==> config.mk <==
export PLATFORM = sky130hd
export DESIGN_NAME = fe_pcs_tx
export DESIGN_NICKNAME = d
export VERILOG_FILES = /design/src/rtl/fe_pcs_pkg.sv /design/src/rtl/fe_pcs_framer.sv /design/src/rtl/fe_pcs_serializer.sv /design/src/rtl/fe_pcs_scrambler.sv /design/src/rtl/fe_pcs_mlt3.sv /design/src/rtl/fe_pcs_tx.sv
export SDC_FILE = /design/constraint.sdc
export NUM_CORES = 1
export LEC_CHECK = 0
export ABC_CLOCK_PERIOD_IN_PS = 2400
export BUFFER_PORTS_ARGS = -buffer_cell sky130_fd_sc_hd__buf_2
export CORE_AREA = 2 2 43 55
export CTS_CLUSTER_DIAMETER = 80
export CTS_CLUSTER_SIZE = 8
export DETAILED_ROUTE_END_ITERATION = 10
export DIE_AREA = 0 0 45 57
export GPL_TIMING_DRIVEN = 0
export HOLD_SLACK_MARGIN = 0.05
export PLACE_DENSITY = 0.78
export SLEW_MARGIN = 30
export SYNTH_ARGS = -nofsm -noshare
export SYNTH_HDL_FRONTEND = slang
export SYNTH_HIERARCHICAL = 1
export SYNTH_SLANG_ARGS = --single-unit
==> constraint.sdc <==
create_clock -name clk -period 2.4 [get_ports clk]
set_clock_uncertainty 0.05 [all_clocks]
set_input_delay 0.12 -clock clk [delete_from_list [all_inputs] [get_ports clk]]
set_output_delay 0.12 -clock clk [all_outputs]
set_load 0.01 [all_outputs]
==> src/rtl/fe_pcs_pkg.sv <==
package fe_pcs_pkg;
  localparam int NIB_W = 4;
  localparam int GRP_W = 5;

  typedef logic [GRP_W-1:0] grp_t;

  localparam grp_t GRP_IDLE = 5'b11111;
  localparam grp_t GRP_J    = 5'b11000;
  localparam grp_t GRP_K    = 5'b10001;
  localparam grp_t GRP_T    = 5'b01101;
  localparam grp_t GRP_R    = 5'b00111;
  localparam grp_t GRP_HALT = 5'b00100;

  typedef enum logic [1:0] {FR_IDLE, FR_SSD2, FR_DATA, FR_ESD2} frm_state_t;

  // 4B/5B data mapping
  function automatic grp_t nib_to_grp(input logic [NIB_W-1:0] nib);
    case (nib)
      4'h0: return 5'b11110;
      4'h1: return 5'b01001;
      4'h2: return 5'b10100;
      4'h3: return 5'b10101;
      4'h4: return 5'b01010;
      4'h5: return 5'b01011;
      4'h6: return 5'b01110;
      4'h7: return 5'b01111;
      4'h8: return 5'b10010;
      4'h9: return 5'b10011;
      4'hA: return 5'b10110;
      4'hB: return 5'b10111;
      4'hC: return 5'b11010;
      4'hD: return 5'b11011;
      4'hE: return 5'b11100;
      default: return 5'b11101;
    endcase
  endfunction

  // MLT-3 phase index to signed line level: 0, +1, 0, -1
  function automatic logic signed [1:0] mlt3_level(input logic [1:0] idx);
    case (idx)
      2'd1: return 2'sb01;
      2'd3: return 2'sb11;
      default: return 2'sb00;
    endcase
  endfunction
endpackage

==> src/rtl/fe_pcs_framer.sv <==
module fe_pcs_framer
  import fe_pcs_pkg::*;
(
  input  logic             clk,
  input  logic             rst_n,
  input  logic             load,
  input  logic             raw_mode,
  input  logic             en,
  input  logic             er,
  input  logic [NIB_W-1:0] nib,
  output grp_t             grp
);
  frm_state_t st_q, st_d;

  always_comb begin
    st_d = st_q;
    grp  = GRP_IDLE;
    if (raw_mode) begin
      grp  = {er, nib};
      st_d = FR_IDLE;
    end else begin
      case (st_q)
        FR_IDLE: begin
          if (en) begin
            grp  = GRP_J;
            st_d = FR_SSD2;
          end
        end
        FR_SSD2: begin
          if (en) begin
            grp  = GRP_K;
            st_d = FR_DATA;
          end else begin
            grp  = GRP_T;
            st_d = FR_ESD2;
          end
        end
        FR_DATA: begin
          if (en) begin
            grp = er ? GRP_HALT : nib_to_grp(nib);
          end else begin
            grp  = GRP_T;
            st_d = FR_ESD2;
          end
        end
        default: begin
          grp  = GRP_R;
          st_d = FR_IDLE;
        end
      endcase
    end
  end

  always_ff @(posedge clk or negedge rst_n) begin
    if (!rst_n)    st_q <= FR_IDLE;
    else if (load) st_q <= st_d;
  end
endmodule

==> src/rtl/fe_pcs_serializer.sv <==
module fe_pcs_serializer
  import fe_pcs_pkg::*;
(
  input  logic clk,
  input  logic rst_n,
  input  grp_t grp_in,
  input  logic raw_in,
  output logic load,
  output logic nrz_bit,
  output logic raw_q
);
  localparam int PH_W = $clog2(GRP_W);
  localparam logic [PH_W-1:0] PH_LAST = PH_W'(GRP_W - 1);

  logic [PH_W-1:0] phase_q;
  grp_t            shreg_q;

  assign load    = (phase_q == PH_LAST);
  assign nrz_bit = shreg_q[GRP_W-1];

  always_ff @(posedge clk or negedge rst_n) begin
    if (!rst_n) begin
      phase_q <= '0;
      shreg_q <= GRP_IDLE;
      raw_q   <= 1'b0;
    end else if (load) begin
      phase_q <= '0;
      shreg_q <= grp_in;
      raw_q   <= raw_in;
    end else begin
      phase_q <= phase_q + 1'b1;
      shreg_q <= {shreg_q[GRP_W-2:0], 1'b1};
    end
  end
endmodule

==> src/rtl/fe_pcs_scrambler.sv <==
module fe_pcs_scrambler #(
  parameter int              SCR_W  = 11,
  parameter int              TAP_A  = 11,
  parameter int              TAP_B  = 9,
  parameter logic [SCR_W-1:0] SEED  = '1
) (
  input  logic             clk,
  input  logic             rst_n,
  input  logic             nrz_bit,
  input  logic             bypass,
  output logic             tx_bit,
  output logic [SCR_W-1:0] state
);
  function automatic logic key_of(input logic [SCR_W-1:0] s);
    return s[TAP_A-1] ^ s[TAP_B-1];
  endfunction

  logic key;
  assign key    = key_of(state);
  assign tx_bit = nrz_bit ^ (key & ~bypass);

  always_ff @(posedge clk or negedge rst_n) begin
    if (!rst_n) state <= SEED;
    else        state <= {state[SCR_W-2:0], key};
  end
endmodule

==> src/rtl/fe_pcs_mlt3.sv <==
module fe_pcs_mlt3
  import fe_pcs_pkg::*;
(
  input  logic              clk,
  input  logic              rst_n,
  input  logic              tx_bit,
  output logic signed [1:0] level
);
  logic [1:0] idx_q;

  assign level = mlt3_level(idx_q);

  always_ff @(posedge clk or negedge rst_n) begin
    if (!rst_n)      idx_q <= 2'd0;
    else if (tx_bit) idx_q <= idx_q + 2'd1;
  end
endmodule

==> src/rtl/fe_pcs_tx.sv <==
module fe_pcs_tx
  import fe_pcs_pkg::*;
#(
  parameter int               SCR_W     = 11,
  parameter int               SCR_TAP_A = 11,
  parameter int               SCR_TAP_B = 9,
  parameter logic [SCR_W-1:0] SCR_SEED  = '1
) (
  input  logic              clk,
  input  logic              rst_n,
  input  logic [3:0]        mii_txd,
  input  logic              mii_txen,
  input  logic              mii_txer,
  input  logic              raw_mode_req,
  input  logic              autoneg_on,
  output logic              nib_take,
  output logic signed [1:0] line_sym
);
  logic             raw_eff;
  logic             load;
  logic             nrz_bit;
  logic             raw_q;
  logic             tx_bit;
  logic [SCR_W-1:0] scr_state;
  grp_t             grp;

  assign raw_eff  = raw_mode_req & ~autoneg_on;
  assign nib_take = load;

  fe_pcs_framer u_framer (
    .clk      (clk),
    .rst_n    (rst_n),
    .load     (load),
    .raw_mode (raw_eff),
    .en       (mii_txen),
    .er       (mii_txer),
    .nib      (mii_txd),
    .grp      (grp)
  );

  fe_pcs_serializer u_ser (
    .clk     (clk),
    .rst_n   (rst_n),
    .grp_in  (grp),
    .raw_in  (raw_eff),
    .load    (load),
    .nrz_bit (nrz_bit),
    .raw_q   (raw_q)
  );

  fe_pcs_scrambler #(
    .SCR_W (SCR_W),
    .TAP_A (SCR_TAP_A),
    .TAP_B (SCR_TAP_B),
    .SEED  (SCR_SEED)
  ) u_scr (
    .clk     (clk),
    .rst_n   (rst_n),
    .nrz_bit (nrz_bit),
    .bypass  (raw_q),
    .tx_bit  (tx_bit),
    .state   (scr_state)
  );

  fe_pcs_mlt3 u_mlt3 (
    .clk    (clk),
    .rst_n  (rst_n),
    .tx_bit (tx_bit),
    .level  (line_sym)
  );
endmodule

==> results.tsv <==
metric	value	unit
period_needed	1.72	ns
setup_violations	0	
drt_iter0_markers	7	
p_leak	0.610	nW
synthToLayoutAreaGrowth	12.7	%
yosysWarnings	6	
seqPwrFrac	0.412	
synth_seq_area_share	0.529	
post_route_cells_drive_above_1_share	0.396	
ff2ff_setup_slack	0.68	ns
powerDensity	913	nW/um2
relSlewSlack	0.679	
cts_hold_buf	1	
yosysMostFrequentCell	dfstp_2	
dieArea	2570	um2
status	completed	
post-route-util	0.632	
tightest_slew	0.481	ns
syn-num-nets	112	
intPower	0.849	mW
vias	722	
grt_overflow	0	
antenna_found_initial	0	
min_to	u_ser/raw_q	
cts_buffer_depth	2	
p_comb_frac	0.355	
synth_commonest_cells	dfstp_2, inv_1, dfrtp_1, ha_1, mux2_4	
design_power_total	1.21	mW
ys_ff_latch	24	
clkTransAtPathRegs	0.13	ns
synthFlopType	dfstp_2	
io_buffers	12	
insertion_delay	0.31	ns
final_antenna_net_count	0	
holdPathStages	3	
cts_resized	0	
critPathLaunchType	flop	
boundaryPins	13	
critPathLaunch	u_framer/st_q[1]	
place_congestion	0.780	
hold_violations	0	
worstPathRequired	2.59	ns
grt_pass1_wl	3040	um
drc_errors	0	
rr_worst_depth	6	
maxCapViolCount	0	
grt_use_total	0.161	
worstReg2RegEnd	u_ser/shreg_q[3]	
grt_max_degree	25	
min_from	raw_mode_req	
first_pass_iters	3	
fmax	582	MHz
synth.area.top_cells	dfstp_2, dfrtp_1, ha_1	
row_count	19	
synth_top_cell_area_share	0.358	
synthCells	94	
synth_top_area_cell	dfstp_2	
grt_pass1_vias	750	
p_sw_frac	0.297	
place_inst	127	
ir_drop	0.561	mV
rsz0062_at_grt	no	
critPathCaptureType	flop	
holdCritPathClass	in2reg	
syn_area	1170	um2
die_w	45	um
fp.dieH	57	um
timing.rr.start	u_framer/st_q[1]	
cts_tree	done	
synth_edf_count	0	
syn_area_per_cell	12.5	um2
numCtsBuffers	3	
synth_cell_types	35	
cts.sink_count	24	
cts.htree.levels	1	
diodes	0	
dp_hpwl	1310	um
start_util	0.561	
vias_per_cell	5.47	
wl_per_cell	13.6	um
core	2090	um2
nets	130	
cp.arrival	1.91	ns
layoutNonFillerInstCount	132	
clockRootBuffer	clkbuf_4	
synthArstFlopShare	1.00	
n_fill_cell	165	
p_switching	0.358	mW
fin_crit_sh	0.716	
wirelength	1790	um
post-cts-setup-buffers	0	
drv_slew	0	
tns	0	ns
criticalPathCategory	reg2reg	
clkPwrFrac	0.234	
critPathMaxFanout	3	
-- stage by stage --
stage	setup WS, ns	area, um2	hold slack, ns
2_1_floorplan	0.842	1170	-0.226
3_3_place_gp	0.723	1260	0.0536
3_5_place_dp	0.727	1260	0.0598
4_1_cts	0.688	1320	0.112
5_1_grt	0.579	1320	0.117
6_report	0.682	1320	0.120
-- final cells by class --
type,instances,area [um2],share of cell area
Buffer,1,5.00,0.00378
Inverter,10,37.5,0.0284
Tap cell,21,26.3,0.0199
Sequential cell,24,621,0.469
Multi-Input combinational cell,59,510,0.386
Clock buffer,3,22.5,0.0170
Timing Repair Buffer,13,70.1,0.0530
Clock inverter,1,30.0,0.0227
-- cells by family after synthesis --
kind of cell               count (synthesis)  synth area share
AOI/OAI and AO/OA                         18             0.112
xor gates and xnor gates                   4            0.0299
adders and majority gates                  8            0.0853
buffers and inverters                     11            0.0362
DFF                                       24             0.529
muxes                                      9            0.0991
and+or+nand+nor                           20             0.109
-- critical path, cell delays in order, from the launching register on --
cell and delay (ns):
dfrtp_1 0.41, inv_1 0.09, ha_1 0.21, nor2b_1 0.15, o31ai_1 0.34, o21ai_1 0.13
mux2_4 0.27
-- how the worst max path moves through the flow --
stage                             to  slack (ns)  cells after the start
CTS                 u_ser/shreg_q[3]        0.69                      6
finish              u_ser/shreg_q[3]        0.68                      6
detailed placement  u_ser/shreg_q[4]        0.73                      5
global route        u_ser/shreg_q[3]        0.58                      6
floorplan           u_ser/shreg_q[4]        0.84                      5
global placement    u_ser/shreg_q[0]        0.72                      5
-- layout by cell type, fill, tap and decap left out, drive strengths merged --
master       count
xor2             2
a211oi           1
mux2i            3
dfrtp            8
o21bai           2
a221o            2
nor3             2
a32oi            1
or3b             1
nand2b           2
mux2             6
nor2b            5
o22ai            1
ha               8
o21ai            3
or2              2
o2111a           1
nand2            2
buf             13
bufinv           1
clkbuf           3
nor2             4
nand3b           1
inv             10
a21oi            5
dfstp           16
dlygate4sd3      1
and2b            1
o31ai            1
xnor2            2
a21boi           1
-- power by group through the flow --
stage          registers, mW  clock network, mW  logic [mW]
3_5_place_dp           0.505                  0       0.431
5_1_grt                0.503              0.307       0.482
3_3_place_gp           0.501                  0       0.414
6_report               0.497              0.282       0.428
2_1_floorplan          0.496                  0       0.334
4_1_cts                0.498              0.291       0.433
-- registers in the layout, indices dropped and copies added, names as in the netlist --
register       count
u_ser/phase_q      3
u_ser/raw_q        1
u_scr/state       11
u_framer/st_q      2
u_mlt3/idx_q       2
u_ser/shreg_q      5
-- metal layers --
metal / global-route usage / up-vias / wire [um] / share of wire
met5: 0 / - / 0 / 0
met4: 0.101 / 0 / 21 / 0.012
met3: 0.00949 / 2 / 41 / 0.023
met2: 0.280 / 14 / 967 / 0.54
met1: 0.186 / 354 / 760 / 0.42
li1: - / 352 / - / -
Power figures use the tool's default switching activity.
